<file path="config.mk">
export PLATFORM = sky130hd
export DESIGN_NAME = tcd_top
export DESIGN_NICKNAME = d
export VERILOG_FILES = /design/src/rtl/tcd_pkg.sv /design/src/rtl/tcd_regs.sv /design/src/rtl/tcd_prescaler.sv /design/src/rtl/tcd_divider.sv /design/src/rtl/tcd_chan_sel.sv /design/src/rtl/tcd_top.sv
export SDC_FILE = /design/constraint.sdc
export NUM_CORES = 1
export LEC_CHECK = 0
export BUFFER_PORTS_ARGS = -buffer_cell sky130_fd_sc_hd__buf_2
export CORE_MARGIN = 5
export CORE_UTILIZATION = 50
export CTS_BUF_LIST = sky130_fd_sc_hd__clkbuf_4 sky130_fd_sc_hd__clkbuf_8
export CTS_CLUSTER_DIAMETER = 120
export CTS_CLUSTER_SIZE = 30
export DETAILED_ROUTE_END_ITERATION = 12
export PLACE_DENSITY = 0.81
export SYNTH_ARGS = -nofsm -noshare
export SYNTH_HDL_FRONTEND = slang
export SYNTH_SLANG_ARGS = --single-unit
</file>
<file path="constraint.sdc">
create_clock -name clk -period 1.9 [get_ports clk]
set_input_delay 0.095 -clock clk [delete_from_list [all_inputs] [get_ports clk]]
set_output_delay 0.095 -clock clk [all_outputs]
set_load 0.01 [all_outputs]
</file>
<file path="src/rtl/tcd_pkg.sv">
package tcd_pkg;

    localparam int NUM_GRP = 2;

    typedef enum logic {
        PS_RUN  = 1'b0,
        PS_LAST = 1'b1
    } ps_state_e;

    // Maps a selector code to a divider tap index, clamped to the top tap.
    function automatic int code_to_step(input int code, input int base, input int max_step);
        int s;
        s = code + base;
        if (s > max_step) s = max_step;
        return s;
    endfunction

endpackage

</file>
<file path="src/rtl/tcd_regs.sv">
module tcd_regs
    import tcd_pkg::*;
#(
    parameter int NUM_CH   = 5,
    parameter int PRE_W    = 8,
    parameter int SEL_W    = 4,
    parameter int ADDR_W   = 8,
    parameter int DATA_W   = 32,
    parameter int ADDR_PRE = 0,
    parameter int ADDR_SEL = 4
) (
    input  logic                              clk,
    input  logic                              rst_n,
    input  logic                              bus_wr,
    input  logic [ADDR_W-1:0]                 bus_addr,
    input  logic [DATA_W-1:0]                 bus_wdata,
    output logic [DATA_W-1:0]                 bus_rdata,
    output logic [NUM_GRP-1:0][PRE_W-1:0]     pre_val,
    output logic [NUM_CH-1:0][SEL_W-1:0]      sel_val,
    output logic                              restart
);

    localparam int PRE_BITS = NUM_GRP * PRE_W;
    localparam int SEL_BITS = NUM_CH * SEL_W;

    logic hit_pre;
    logic hit_sel;

    assign hit_pre = (bus_addr == ADDR_W'(ADDR_PRE));
    assign hit_sel = (bus_addr == ADDR_W'(ADDR_SEL));
    assign restart = bus_wr && hit_pre;

    always_ff @(posedge clk or negedge rst_n) begin
        if (!rst_n) begin
            pre_val <= '0;
        end else if (restart) begin
            pre_val <= bus_wdata[PRE_BITS-1:0];
        end
    end

    always_ff @(posedge clk or negedge rst_n) begin
        if (!rst_n) begin
            sel_val <= '0;
        end else if (bus_wr && hit_sel) begin
            sel_val <= bus_wdata[SEL_BITS-1:0];
        end
    end

    always_comb begin
        bus_rdata = '0;
        if (hit_pre) begin
            bus_rdata[PRE_BITS-1:0] = pre_val;
        end else if (hit_sel) begin
            bus_rdata[SEL_BITS-1:0] = sel_val;
        end
    end

    logic unused_wdata;
    assign unused_wdata = ^bus_wdata;

endmodule

</file>
<file path="src/rtl/tcd_prescaler.sv">
module tcd_prescaler
    import tcd_pkg::*;
#(
    parameter int PRE_W = 8
) (
    input  logic             clk,
    input  logic             rst_n,
    input  logic             restart,
    input  logic [PRE_W-1:0] load_val,
    input  logic [PRE_W-1:0] div_val,
    output logic             tick
);

    ps_state_e        state_q, state_d;
    logic [PRE_W-1:0] cnt_q, cnt_d;

    // State register
    always_ff @(posedge clk or negedge rst_n) begin
        if (!rst_n) begin
            state_q <= PS_LAST;
            cnt_q   <= '0;
        end else begin
            state_q <= state_d;
            cnt_q   <= cnt_d;
        end
    end

    // Next state
    always_comb begin
        state_d = state_q;
        cnt_d   = cnt_q;
        if (restart) begin
            cnt_d   = '0;
            state_d = (load_val == '0) ? PS_LAST : PS_RUN;
        end else begin
            unique case (state_q)
                PS_RUN: begin
                    cnt_d = cnt_q + 1'b1;
                    if (cnt_d == div_val) state_d = PS_LAST;
                end
                PS_LAST: begin
                    cnt_d   = '0;
                    state_d = (div_val == '0) ? PS_LAST : PS_RUN;
                end
                default: begin
                    cnt_d   = '0;
                    state_d = PS_LAST;
                end
            endcase
        end
    end

    // Outputs
    always_comb begin
        tick = (state_q == PS_LAST);
    end

endmodule

</file>
<file path="src/rtl/tcd_divider.sv">
module tcd_divider #(
    parameter int MAX_STEP = 4
) (
    input  logic              clk,
    input  logic              rst_n,
    input  logic              restart,
    input  logic              pre_tick,
    output logic [MAX_STEP:0] taps
);

    logic [MAX_STEP-1:0] dcnt_q;

    always_ff @(posedge clk or negedge rst_n) begin
        if (!rst_n) begin
            dcnt_q <= '0;
        end else if (restart) begin
            dcnt_q <= '0;
        end else if (pre_tick) begin
            dcnt_q <= dcnt_q + 1'b1;
        end
    end

    assign taps[0] = pre_tick;

    for (genvar k = 1; k <= MAX_STEP; k++) begin : g_tap
        assign taps[k] = pre_tick && (&dcnt_q[k-1:0]);
    end

endmodule

</file>
<file path="src/rtl/tcd_chan_sel.sv">
module tcd_chan_sel
    import tcd_pkg::*;
#(
    parameter int                     SEL_W    = 4,
    parameter int                     MAX_STEP = 4,
    parameter int                     DIV_BASE = 0,
    parameter logic [(1<<SEL_W)-1:0]  EXT_MASK = 16'h00E0
) (
    input  logic [SEL_W-1:0]  sel,
    input  logic [MAX_STEP:0] taps,
    input  logic              ext_in,
    output logic              tick
);

    int step;

    always_comb begin
        step = code_to_step(int'(sel), DIV_BASE, MAX_STEP);
        tick = 1'b0;
        if (EXT_MASK[sel]) begin
            tick = ext_in;
        end else begin
            for (int k = 0; k <= MAX_STEP; k++) begin
                if (step == k) tick = taps[k];
            end
        end
    end

endmodule

</file>
<file path="src/rtl/tcd_top.sv">
module tcd_top
    import tcd_pkg::*;
#(
    parameter int                    NUM_CH   = 5,
    parameter int                    GRP0_CH  = 2,
    parameter int                    PRE_W    = 8,
    parameter int                    SEL_W    = 4,
    parameter int                    MAX_STEP = 4,
    parameter int                    DIV_BASE = 0,
    parameter logic [(1<<SEL_W)-1:0] EXT_MASK = 16'h00E0,
    parameter int                    ADDR_W   = 8,
    parameter int                    DATA_W   = 32
) (
    input  logic              clk,
    input  logic              rst_n,
    input  logic              bus_wr,
    input  logic [ADDR_W-1:0] bus_addr,
    input  logic [DATA_W-1:0] bus_wdata,
    output logic [DATA_W-1:0] bus_rdata,
    input  logic [1:0]        ext_tick,
    output logic [NUM_CH-1:0] ch_tick
);

    logic [NUM_GRP-1:0][PRE_W-1:0] pre_val;
    logic [NUM_CH-1:0][SEL_W-1:0]  sel_val;
    logic                          restart;
    logic [NUM_GRP-1:0]            pre_tick;
    logic [NUM_GRP-1:0][MAX_STEP:0] grp_taps;

    tcd_regs #(
        .NUM_CH (NUM_CH),
        .PRE_W  (PRE_W),
        .SEL_W  (SEL_W),
        .ADDR_W (ADDR_W),
        .DATA_W (DATA_W)
    ) u_regs (
        .clk       (clk),
        .rst_n     (rst_n),
        .bus_wr    (bus_wr),
        .bus_addr  (bus_addr),
        .bus_wdata (bus_wdata),
        .bus_rdata (bus_rdata),
        .pre_val   (pre_val),
        .sel_val   (sel_val),
        .restart   (restart)
    );

    for (genvar g = 0; g < NUM_GRP; g++) begin : g_grp
        tcd_prescaler #(.PRE_W(PRE_W)) u_pre (
            .clk      (clk),
            .rst_n    (rst_n),
            .restart  (restart),
            .load_val (bus_wdata[g*PRE_W +: PRE_W]),
            .div_val  (pre_val[g]),
            .tick     (pre_tick[g])
        );

        tcd_divider #(.MAX_STEP(MAX_STEP)) u_div (
            .clk      (clk),
            .rst_n    (rst_n),
            .restart  (restart),
            .pre_tick (pre_tick[g]),
            .taps     (grp_taps[g])
        );
    end

    for (genvar c = 0; c < NUM_CH; c++) begin : g_ch
        localparam int GRP = (c < GRP0_CH) ? 0 : 1;
        tcd_chan_sel #(
            .SEL_W    (SEL_W),
            .MAX_STEP (MAX_STEP),
            .DIV_BASE (DIV_BASE),
            .EXT_MASK (EXT_MASK)
        ) u_sel (
            .sel    (sel_val[c]),
            .taps   (grp_taps[GRP]),
            .ext_in (ext_tick[GRP]),
            .tick   (ch_tick[c])
        );
    end

endmodule

</file>
# Yosys cells after proc, flatten, opt, wreduce, memory -nomap -nowiden
# Memory sizes are Yosys's and may differ from the RTL's.
# Cells that the tools add are included.
# word_totals
latch_bits	0
romBits	80
regBits	62
out_inout_bits	37
mem_count	5
ramBits	0
in_bits	45
# op_classes
multipliers	0
order_cmp	10
eq_ne	23
n_addsub	4
shift	0
n_bitwise	2
n_mux	61
reduce_logical	28
div	0
# mem_list
memory	depth	width	read_ports	rd_clocked_by_memory_dff	wr	line_no	text
(no name shown)	16	1	1	0	0	tcd_chan_sel.sv:20	if (EXT_MASK[sel]) begin
(no name shown)	16	1	1	0	0	tcd_chan_sel.sv:20	
(no name shown)	16	1	1	0	0	tcd_chan_sel.sv:20	
(no name shown)	16	1	1	0	0	tcd_chan_sel.sv:20	
(no name shown)	16	1	1	0	0	tcd_chan_sel.sv:20	
# ops
op	n
32-bit logical NOT	5
1-bit two-way mux	43
4-bit by 2-bit == test with 1-bit output, second input constant	10
8-bit logical NOT	5
4-bit two-way mux	10
8-bit one-hot mux with 2 select lines	2
4-bit by 5-bit < comparator with 1-bit output, second input constant	5
4-bit by 1-bit == test with 1-bit output, second input constant	5
4-bit by 3-bit == test with 1-bit output, second input constant	5
4-bit by 3-bit > comparator with 1-bit output, second input constant	5
20-bit two-way mux	1
8-bit by 1-bit adder with 8-bit output, second input constant	2
8-bit == test	2
16-bit two-way mux	1
8-bit two-way mux	2
1-bit logical AND	10
4-bit by 1-bit adder with 4-bit output, second input constant	2
8-bit by 3-bit == test with 1-bit output, second input constant	1
4-bit AND reduction	2
3-bit AND reduction	2
1-bit one-hot mux with 2 select lines	2
2-bit AND reduction	2
2-bit nonzero test	2
1-bit inverter	2

# Logic depth before layout (Yosys ltp)
# Gate-level depths: netlist of run 1.
# logic_depth
ltp_word	9
ltp_mapped	7
ltp_nobuf	6

# Cells and area by module
# A second synthesis of run 1 with hierarchy kept.
# hier_totals
hier_cells	352
hier_area_um2	3947.5
# modules_own_cells
mod	area_each_um2	instances	cells_per_inst
tcd_regs	1801.7	1	134
tcd_prescaler	666.9	2	72
tcd_divider	259.0	2	22
tcd_chan_sel	58.8	5	6

# Worst setup path before layout of run 1
# No wires, ideal clock.
# synth_timing
kind	input-to-reg
startpoint	input bus_addr[7]
endpoint	register u_regs.pre_val[10] (netlist name)
n_path_buf	2
path_slack_ns	0.160
stages	5
t_arrival_ns	1.615
required_time_ns	1.775
cell_sequence	or4_4 > nor3_1 > buf_2 > buf_2 > mux2_2
# synth_via
elab_chain_len	2
# synth_lines
item	line_no	text
start, declared	tcd_top.sv:17	input logic [ADDR_W-1:0] bus_addr,
8-bit logical NOT	tcd_regs.sv:29	assign hit_pre = (bus_addr == ADDR_W'(ADDR_PRE));
1-bit logical AND	tcd_regs.sv:31	assign restart = bus_wr && hit_pre;
end signal, assigned	tcd_regs.sv:37	pre_val <= bus_wdata[PRE_BITS-1:0];
end, declared	tcd_regs.sv:18	output logic [NUM_GRP-1:0][PRE_W-1:0] pre_val,
# Every way passes these cells.
# A chain may end at the register's enable or synchronous reset.

# Final worst setup path of run 1
# layout_timing
startpoint	register g_grp[1].u_div.dcnt_q[1]
endpoint	output ch_tick[4]
# layout_via
elab_chain_len	6
word_cells_on_any_way	10
# layout_lines
item	line_no	text
start, declared	tcd_divider.sv:11	logic [MAX_STEP-1:0] dcnt_q;
start signal, assigned	tcd_divider.sv:19	dcnt_q <= dcnt_q + 1'b1;
2-bit AND reduction	tcd_divider.sv:26	assign taps[k] = pre_tick && (&dcnt_q[k-1:0]);
1-bit logical AND	tcd_divider.sv:26	
1-bit two-way mux (2 in a row)	tcd_chan_sel.sv:24	if (step == k) tick = taps[k];
1-bit two-way mux (*)	tcd_chan_sel.sv:24	
1-bit two-way mux (*)	tcd_chan_sel.sv:20	
end, declared	tcd_top.sv:21	output logic [NUM_CH-1:0] ch_tick
# Every way passes the cells marked *; elsewhere a longest branch is shown, timed or not.

==> results.md, run 1 <==
* Clk buf depth at 2
* Routability-driven placement congestion ratio at 0.857
* Unrepaired setup endpoints after global routing: yes
* Portion of total power attributed to sequential cells at 42.4%
* Yosys warning total at 0
* Max-cap viol count at 0
* Period utilisation layout at 96.3%
* Internal Power at 2.99 mW
* Peak VDD IR at 0.707 mV
* Type of origin of the critical path: flop
* Synth unique cells at 44
* Post-DP HPWL at 5.75 mm
* Switching share of power at 34.1%
* Layout Cells excl Fill at 514
* Global-route usage over all layers at 19.4%
* Post-route total power at 4.54 mW
* Endpoint of the worst register-to-register path: g_grp[0].u_pre.tick
* Final total negative setup slack at 0 ns
* Core outline area at 7140 um^2
* Effective utilization at floorplan at 50.5%
* Mapped cell area at 3600 um^2
* Number of flip-flops and latches in the synthesized netlist at 62
* Deepest level of the CTS H-tree at 3
* Floorplan die width at 94.9 um
* Sequential share of the synthesized area at 43.1%
* Hold Worst Slack at 0.0173 ns
* Vias at 2,827
* Total wire length at 8.27 mm
* Count of flip-flops with a built-in enable after synthesis at 0
* Async set-reset flop share out of synthesis at 100%
* CP endpoint kind: output pin
* Final Hold Violating Endpoints at 0
* Via-per-instance ratio at 5.50
* Buffer cell driving the clock tree root: clkbuf_8
* Synthesized instance count at 336
* Clock transition time at the flip-flop clock pins of the worst setup and hold paths at 0.07 ns
* Power share of the combinational group at 33.5%
* Mean cell area of the mapped netlist at 10.7 um^2
* Vias in the first global route at 2,707
* Register-to-Register Setup Slack at 0.14 ns
* Post-route antenna net violation count at 0
* Reported leakage power at 2.14 nW
* Source-to-sink clock delay at the later pin of the worst-skew pair at 0.34 ns
* Layout overhead on the synthesized area at 21.4%
* Area share of the leading cell type in the synthesized netlist at 41.7%
* Initial antenna violation count at 0
* Crit Path Class: reg2out
* Data required time at the worst endpoint at 1.80 ns
* Share of total power in the clock network at 24.1%
* Share of final-layout standard cells stronger than drive strength 1 at 34.7%
* WL/cell at 16.1 um
* Grt ovf at 0
* Number of buffers added by the clock tree synthesis step at 9
* Leading cell types by count after synthesis: dfrtp_1 (60), nor2_1 (37), mux2_4 (20)
* Clock tree from TritonCTS: built
* Most area-hungry cell type in the Yosys netlist: dfrtp_1
* Outcome: completed
* Final worst clock skew at 0.00752 ns
* Clock period minus final worst setup slack at 1.83 ns
* Largest cells by area after synthesis: dfrtp_1 (42%), mux2_4 (8.3%), mux2_2 (4.7%), xnor2_1 (4.4%), a22o_1 (4.1%)
* Worst-path maximum fanout at 4
* R2r startpoint: g_grp[0].u_pre.cnt_q[1]
* CP endpoint: ch_tick[4]
* Count of port buffers added during placement at 57
* Count of pins over their slew limit at 0
* Final count of negative-setup-slack endpoints at 0
* Class of the tightest hold or removal check: in2reg
* Number of sinks on the clock net at 62
* R2R depth at 6
* Power density relative to cell area at 1040 nW/um^2
* Cell row count at 31
* Number of top-level pins at 82
* Setup crit start: g_grp[1].u_div.dcnt_q[1]
* Data arrival time of the critical path at 1.73 ns
* Die ar. at 9010 um^2
* Synth Flop Type: dfrtp_1
* DRC at 0
* Maximum number of pins on one net before global-route repair at 63
* First-pass GRT wire length at 13.3 mm
* Number of placed instances with taps included at 484
* Most frequently used cell type in the post-synthesis netlist: dfrtp_1
* Die Ht at 94.9 um
* Final #Nets at 461
* Number of detailed-route iterations in the first pass at 4
* Starting DRT DRC Count at 251
* Net Sw Power at 1.55 mW
* Count of antenna diodes in the layout at 0
* Highest attainable clock frequency at 547 MHz
==> through the flow <==
step / util (%) / setup slack (ns) / instance area [um^2]
global placement: 55.8 / 0.111 / 3980
floorplan: - / 0.160 / 3640
CTS: 59.9 / -0.000546 / 4280
detailed placement: 55.8 / 0.0503 / 3980
finish: 61.3 / 0.0705 / 4370
global route: 61.3 / -0.0249 / 4370
==> critical path: stages, from the launching register on <==
cell and delay (ns):
dfrtp_1 0.42, ha_4 0.20, ha_4 0.17, mux2i_1 0.13, nand2_1 0.07, a21oi_1 0.15
o32ai_1 0.11, buf_2 0.15
==> logic make-up after synthesis <==
group	share of synthesized area, %
XOR/XNOR	8.78
multiplexers	15.2
adder cells (fa/ha/maj)	2.08
AND/OR/NAND/NOR	14.9
buffers and inverters	6.42
flip-flops	43.1
other	0.104
AO/OA/AOI/OAI	9.38
==> metal layers <==
metal / GRT usage [%] / vias to the layer above / part of all wire, %
li1: - / 1333 / -
met1: 24.9 / 1394 / 44
met2: 31.2 / 87 / 48
met3: 4.70 / 13 / 5.3
met4: 7.93 / 0 / 1.9
met5: 0 / - / 0
==> power by group through the flow <==
stage	clock [mW]	combinational [mW]	sequential [mW]
floorplan	0	1.03	1.82
global placement	0	1.21	1.91
detailed placement	0	1.27	1.93
CTS	1.11	1.38	1.90
global route	1.19	1.70	1.97
finish	1.09	1.52	1.93
==> worst min-delay path by stage <==
| stage | start | to | slack (ns) | cells past startpoint |
|---|---|---|---|---|
| after floorplan | rst_n | g_grp[0].u_div.dcnt_q[0] | -0.20 | 0 |
| after global placement | rst_n | g_grp[0].u_pre.cnt_q[1] | 0.12 | 2 |
| after detailed placement | rst_n | g_grp[0].u_pre.cnt_q[1] | 0.13 | 2 |
| after CTS | bus_wdata[2] | u_regs.sel_val[2] | 0.0005 | 2 |
| after global routing | bus_wdata[9] | u_regs.sel_val[9] | 0.005 | 2 |
| final | bus_wdata[3] | u_regs.pre_val[3] | 0.02 | 3 |
==> registers in the layout, summed over array words and instances (netlist names) <==
name / count
g_grp.u_div.dcnt_q: 8
g_grp.u_pre.cnt_q: 16
g_grp.u_pre.tick: 2
u_regs.pre_val: 16
u_regs.sel_val: 20
==> repair_timing <==
action                                 4_1_cts  5_1_grt
hold buffers                                 7        1
pin swaps                                    0        2
resized for setup                            6        9
endpoints found under the hold margin       66        1
buffers inserted                             2        4
setup endpoints to repair                    5        9
==> layout make-up <==
cell class                 count  area (um^2)
tap                           99          124
clock buffer                  13          173
clock inverter                 3         17.5
fill                         592         2760
timing repair buffer          83          542
multi-input combinational    247         1940
sequential                    62         1560
inverter                       7         26.3
==> layout by cell type (no fill, tap or decap), types with 3 or more instances in the layout <==
| master | instances |
|---|---|
| nor3_1 | 8 |
| nor4_1 | 7 |
| mux2_4 | 20 |
| nand4_1 | 8 |
| a21oi_1 | 5 |
| o32ai_1 | 4 |
| buf_2 | 57 |
| a22o_1 | 17 |
| buf_4 | 14 |
| mux2_2 | 15 |
| o21ai_0 | 9 |
| nor2_1 | 37 |
| nand3_1 | 17 |
| mux2i_1 | 8 |
| dlygate4sd3_1 | 8 |
| xor2_1 | 13 |
| ha_4 | 3 |
| dfrtp_1 | 58 |
| and3_1 | 6 |
| a31oi_1 | 4 |
| clkbuf_8 | 12 |
| nand2_1 | 10 |
| buf_12 | 3 |
| inv_1 | 7 |
| xnor2_1 | 17 |
| conb_1 | 12 |
(Power assumes the default switching activity.)
==> inputs of run 2 (changes only) <==
==> constraint.sdc (replaced) <==
create_clock -name clk -period 1.9 [get_ports clk]
set_input_delay 0.475 -clock clk [delete_from_list [all_inputs] [get_ports clk]]
set_output_delay 0.475 -clock clk [all_outputs]
set_load 0.01 [all_outputs]
==> results.md, run 2 (same netlist as run 1, synthesis figures left out) <==
* Post-route total power at 4.73 mW (+4.2%)
* Core outline area at 7140 um^2 (unchanged)
* Number of top-level pins at 82 (unchanged)
* Setup slack after layout at -0.444 ns (-0.514 ns)
* Routability-driven placement congestion ratio at 0.877 (+2.4%)
* Number of detailed-route iterations in the first pass at 4 (unchanged)
* Count of port buffers added during placement at 57 (unchanged)
* Clock tree from TritonCTS: built
* Final cell area excluding filler cells at 4700 um^2 (+7.5%)
* Final count of negative-setup-slack endpoints at 45 (+45)
* Source-to-sink clock delay at the later pin of the worst-skew pair at 0.34 ns (about the same)
* Count of antenna diodes in the layout at 0 (unchanged)
* Crit Path Class: in2out
* Biggest registers after layout: u_regs.sel_val x20, g_grp.u_pre.cnt_q x16, u_regs.pre_val x16
* Initial antenna violation count at 0 (unchanged)
* Post-route antenna net violation count at 0 (unchanged)
* Family with the most delay on the worst path: simple AND/OR/NAND/NOR gates
* CP peak stage delay at 0.54 ns (+0.12 ns)
* Most frequent cells in the layout: dfrtp_1 (60), buf_2 (53), nor2_1 (36), buf_4 (25), mux2_4 (20)
* Clock period minus final worst setup slack at 2.34 ns (+0.514 ns)
* Peak VDD IR at 0.684 mV (-3.2%)
* Outcome: complete, but fails checks
* Power density relative to cell area at 1010 nW/um^2 (-3.1%)
* Worst slack after detailed placement at -0.498 ns (-0.548 ns)
* Hold Worst Slack at 0.110 ns (+0.0930 ns)
* Layout Cells excl Fill at 527 (+2.5%)
* Worst-path maximum fanout at 9 (+5)
* Grt ovf at 0 (unchanged)
* Floorplan die width at 94.9 um (unchanged)
* Type of origin of the critical path: input port
* Final #Nets at 474 (+2.8%)
* Number of sinks on the clock net at 62 (unchanged)
* Layout overhead on the synthesized area at 30.5%
* Die Ht at 94.9 um (unchanged)
* DRC at 0 (unchanged)
* Starting DRT DRC Count at 118 (-53%)
* Area after DPL at 4110 um^2 (+3.1%)
* Total wire length at 9.18 mm (+11%)
* Cell breakdown of the critical path: buf_6, or4_4, nor4_4, and2_4, buf_8, a22o_1, buf_2
* Hold Buf Count CTS at 0 (-7)
* Unrepaired setup endpoints after global routing: yes
* Final Hold Violating Endpoints at 0 (unchanged)
* Violations in the final reports: negative setup slack
* Number of buffers added by the clock tree synthesis step at 9 (unchanged)
* Clk buf depth at 2 (unchanged)
* Buffer cell driving the clock tree root: clkbuf_8
* WL/cell at 17.4 um (+8.2%)
* Reported leakage power at 2.27 nW (+6.2%)
* Effective utilization at floorplan at 50.5% (unchanged)
* Count of pins over their slew limit at 0 (unchanged)
* Global-route usage over all layers at 20.1% (+0.77 points)
* Vias in the first global route at 2,923 (+8.0%)
* Maximum number of pins on one net before global-route repair at 63 (unchanged)
* Data arrival time of the critical path at 1.87 ns (+0.14 ns)
* Share of final-layout standard cells stronger than drive strength 1 at 41.1% (+6.4 points)
* Register-to-Register Setup Slack at 0.08 ns (-0.06 ns)
* Slowest-stage cell, CP: or4_4
* Clock transition time at the flip-flop clock pins of the worst setup and hold paths at 0.08 ns (about the same)
* Number of placed instances with taps included at 499 (+3.1%)
* Deepest level of the CTS H-tree at 3 (unchanged)
* Leading cell type in the layout, fill and taps excluded: dfrtp_1
* Final worst clock skew at 0.00917 ns (+0.00164 ns)
* CP endpoint kind: output pin
* Crit path depth at 7 (unchanged)
* Via-per-instance ratio at 5.60 (+1.7%)
* Number of buffers and inverters on the critical path at 3 (+2)
* Die ar. at 9010 um^2 (unchanged)
* R2R depth at 6 (unchanged)
* Post-DP HPWL at 6.02 mm (+4.8%)
* Class of the tightest hold or removal check: in2async
* Data required time at the worst endpoint at 1.42 ns (-0.38 ns)
* First-pass GRT wire length at 14.0 mm (+5.8%)
* Highest attainable clock frequency at 427 MHz (-22%)
* Register bank with the most flops: u_regs.sel_val
* Flip-flop count of the largest register after layout at 20 (unchanged)
* Vias at 2,949 (+4.3%)
* Max-cap viol count at 0 (unchanged)
* Period utilisation layout at 123% (+27 points)
* Cell row count at 31 (unchanged)
run 2: area by class of cell:
cell class,instances,area [um^2]
fillers,542,2430
multi-input cells,247,2030
flip-flops and latches,62,1550
repair buffers,96,766
clock buffers,10,131
well taps,99,124
clock inverters,6,71.3
inverters,7,26.3
run 2: worst paths after layout:
check / from / endpoint
min reg2reg: g_grp[0].u_div.dcnt_q[3] / g_grp[0].u_div.dcnt_q[3]
max in group asynchronous: rst_n / g_grp[1].u_pre.tick
max reg2reg: g_grp[0].u_pre.cnt_q[1] / g_grp[0].u_pre.tick
max: bus_addr[7] / bus_rdata[5]
min: rst_n / g_grp[0].u_pre.cnt_q[5]
min in group clk: bus_wdata[16] / u_regs.sel_val[16]
run 2: worst register-to-register path, delay by kind of cell (launching register included):
kind | cells | cell delay [ns]
adders and majority gates | 1 | 0.26
DFF | 1 | 0.41
and+or+nand+nor | 2 | 0.46
AOI/OAI and AO/OA | 1 | 0.23
xor gates and xnor gates | 2 | 0.37
run 2: report_power, final:
part / internal [mW] / switching [mW]
Sequential: 1.58 / 0.326
Clock: 0.629 / 0.543
Combinational: 0.862 / 0.789
run 2: through the flow:
stage,setup TNS (ns),util [%]
5_1_grt,-13.55,65.9
3_5_place_dp,-27.85,57.5
3_3_place_gp,-25.74,57.5
6_report,-11.34,65.9
4_1_cts,-9.81,62.1
2_1_floorplan,-10.52,-
run 2: timing repair:
item                                    in CTS  in global routing
endpoints found under the hold margin        0                  0
buffers inserted                             3                  4
gates cloned                                 2                  4
resized for setup                           20                 25
pin swaps                                   19                 12
endpoints found under the setup margin      45                 47
run 2: metal layers:
| layer | up-vias | GRT usage [%] | share of wire (%) | wire length (um) |
|---|---|---|---|---|
| met5 | - | 0 | 0 | 0 |
| met4 | 0 | 5.89 | 1.4 | 125 |
| met1 | 1453 | 25.2 | 41 | 3770 |
| met2 | 127 | 34.3 | 50 | 4620 |
| met3 | 11 | 5.02 | 7.3 | 668 |
| li1 | 1358 | - | - | - |
==> inputs of run 3 (changes only) <==
==> constraint.sdc (replaced) <==
create_clock -name clk -period 1.9 [get_ports clk]
set_input_delay 0.19 -clock clk [delete_from_list [all_inputs] [get_ports clk]]
set_output_delay 0.19 -clock clk [all_outputs]
set_load 0.01 [all_outputs]
==> results.md, run 3 (same netlist as run 1, synthesis figures left out) <==
* Vias at 2,876 (-2.5%)
* Biggest registers after layout: u_regs.sel_val x20, g_grp.u_pre.cnt_q x16, u_regs.pre_val x16
* Start point of the worst min-delay path: bus_wdata[16]
* Post-route total power at 4.67 mW (-1.4%)
* Final total negative setup slack at -0.0270 ns (+11.31 ns)
* Clock transition time at the flip-flop clock pins of the worst setup and hold paths at 0.07 ns (about the same)
* Clock period minus final worst setup slack at 1.93 ns (-0.417 ns)
* DRC at 0 (unchanged)
* Source-to-sink clock delay at the later pin of the worst-skew pair at 0.33 ns (about the same)
* Peak VDD IR at 0.634 mV (-7.3%)
* Via-per-instance ratio at 5.60 (about the same)
* Share of final-layout standard cells stronger than drive strength 1 at 36.4% (-4.7 points)
* Effective utilization at floorplan at 50.5% (unchanged)
* Count of port buffers added during placement at 57 (unchanged)
* Hold Worst Slack at 0.0979 ns (-0.0124 ns)
* Post-DP HPWL at 6.17 mm (+2.5%)
* WL/cell at 16.8 um (-3.6%)
* Initial antenna violation count at 0 (unchanged)
* Buffer cell driving the clock tree root: clkbuf_8
* Count of antenna diodes in the layout at 0 (unchanged)
* Max-cap viol count at 0 (unchanged)
* Register-to-Register Setup Slack at 0.15 ns (+0.07 ns)
* Vias in the first global route at 2,916 (-0.24%)
* Die ar. at 9010 um^2 (unchanged)
* Power density relative to cell area at 1050 nW/um^2 (+4.6%)
* Final count of negative-setup-slack endpoints at 1 (-98%)
* Total area of multi-input combinational cells at 1950 um^2 (-3.8%)
* Global-route usage over all layers at 19.8% (-0.31 points)
* Setup slack after layout at -0.0270 ns (+0.417 ns)
* Number of detailed-route iterations in the first pass at 4 (unchanged)
* R2r startpoint: g_grp[1].u_pre.cnt_q[1]
* Unrepaired setup endpoints after global routing: yes
* Flip-flop count of the largest register after layout at 20 (unchanged)
* Layout overhead on the synthesized area at 23.1%
* Total wire length at 8.63 mm (-6.0%)
* Number of buffers added by the clock tree synthesis step at 9 (unchanged)
* Setup crit start: g_grp[0].u_div.dcnt_q[0]
* Worst slack after detailed placement at -0.0694 ns (+0.429 ns)
* First-pass GRT wire length at 13.8 mm (-1.4%)
* Final Hold Violating Endpoints at 0 (unchanged)
* Deepest level of the CTS H-tree at 3 (unchanged)
* Post-route antenna net violation count at 0 (unchanged)
* Maximum number of pins on one net before global-route repair at 50 (-21%)
* Cell row count at 31 (unchanged)
* Routability-driven placement congestion ratio at 0.895 (+2.1%)
* Floorplan die width at 94.9 um (unchanged)
* Outcome: complete, but fails checks
* Highest attainable clock frequency at 519 MHz (+22%)
* Crit Path Class: reg2out
* Reported leakage power at 2.17 nW (-4.3%)
* Violations in the final reports: negative setup slack
* Data required time at the worst endpoint at 1.71 ns (+0.29 ns)
* Class of the tightest hold or removal check: in2reg
* Final #Nets at 461 (-2.7%)
* Type of origin of the critical path: flop
* Number of sinks on the clock net at 62 (unchanged)
* Final worst clock skew at 0.00777 ns (-0.00140 ns)
* Most frequent cells in the layout: dfrtp_1 (60), buf_2 (53), nor2_1 (37), mux2_4 (20), buf_4 (20)
* Starting DRT DRC Count at 188 (+59%)
* Leading cell type in the layout, fill and taps excluded: dfrtp_1
* Clk buf depth at 2 (unchanged)
* Core outline area at 7140 um^2 (unchanged)
* Worst-path maximum fanout at 3 (-6)
* Count of pins over their slew limit at 0 (unchanged)
* Data arrival time of the critical path at 1.74 ns (-0.13 ns)
* Area taken by flip-flops and latches at 1550 um^2 (unchanged)
* Period utilisation layout at 101% (-22 points)
* Total of fill cells in the finished design at 580 (+7.0%)
* Number of top-level pins at 82 (unchanged)
* Die Ht at 94.9 um (unchanged)
* Grt ovf at 0 (unchanged)
* Register bank with the most flops: u_regs.sel_val
* Clock tree from TritonCTS: built
* Utilization after layout at 62.1% (-3.7 points)
* CP endpoint kind: output pin
[run 3: cell types whose count changed in the layout (fill, tap and decap cells not counted), sizes merged]
cell         delta
dlygate4sd3     +1
clkbuf          -1
clkinvlp        -2
buf            -11
inv             -1
clkinv          +1
[run 3: area by class of cell]
class                           count  area share (%)
Clock buffer                       12            3.58
Clock inverter                      4            1.02
Inverter                            7           0.592
Tap cell                           99            2.79
Sequential cell                    62            35.0
Timing Repair Buffer               83            13.0
Multi-Input combinational cell    247            44.0
[run 3: what timing repair did]
action                                  in CTS  in global routing
endpoints found under the setup margin      10                 22
hold buffers                                 1                  0
resized for setup                           10                 10
endpoints found under the hold margin       13                  0
pin swaps                                    5                 12
gates cloned                                 0                  1
setup buffers                                5                  1
[run 3: layer usage]
layer  share of wire, %  vias up  GRT usage (%)  wire length [um]
met5                  0        -              0                 0
met4                1.5        0           8.41               129
met3                5.8       16           4.46               497
met2                 50      113           32.6              4290
met1                 43     1418           25.0              3710
li1                   -     1329              -                 -
[run 3: path summary, 6_finish.rpt]
| check | to | cells past startpoint |
|---|---|---|
| setup reg to reg | g_grp[1].u_pre.tick | 6 |
| min in group asynchronous | u_regs.pre_val[0] | 2 |
| hold reg to reg | g_grp[0].u_div.dcnt_q[3] | 2 |
| hold / removal | u_regs.sel_val[16] | 2 |
| setup / recovery | ch_tick[0] | 7 |
| max in group asynchronous | g_grp[1].u_pre.tick | 3 |
[run 3: power by group]
group / leakage [nW] / internal (mW) / switching [mW] / total (mW)
registers: 0.818 / 1.58 / 0.305 / 1.89
logic: 1.24 / 0.834 / 0.759 / 1.59
clock network: 0.110 / 0.685 / 0.499 / 1.18
[run 3: critical path, stage by stage (launching register included)]
cell and delay, ns:
dfrtp_1 0.41, ha_4 0.19, ha_4 0.16, mux2i_1 0.16, nand2_1 0.09, a21oi_2 0.16
o32ai_2 0.08, buf_2 0.15
[run 3: metrics by stage]
stage,cell area [um^2],cells
after floorplan,3640,347
after global placement,4040,490
after CTS,4330,512
final,4440,514
after detailed placement,4040,490
after global routing,4440,514
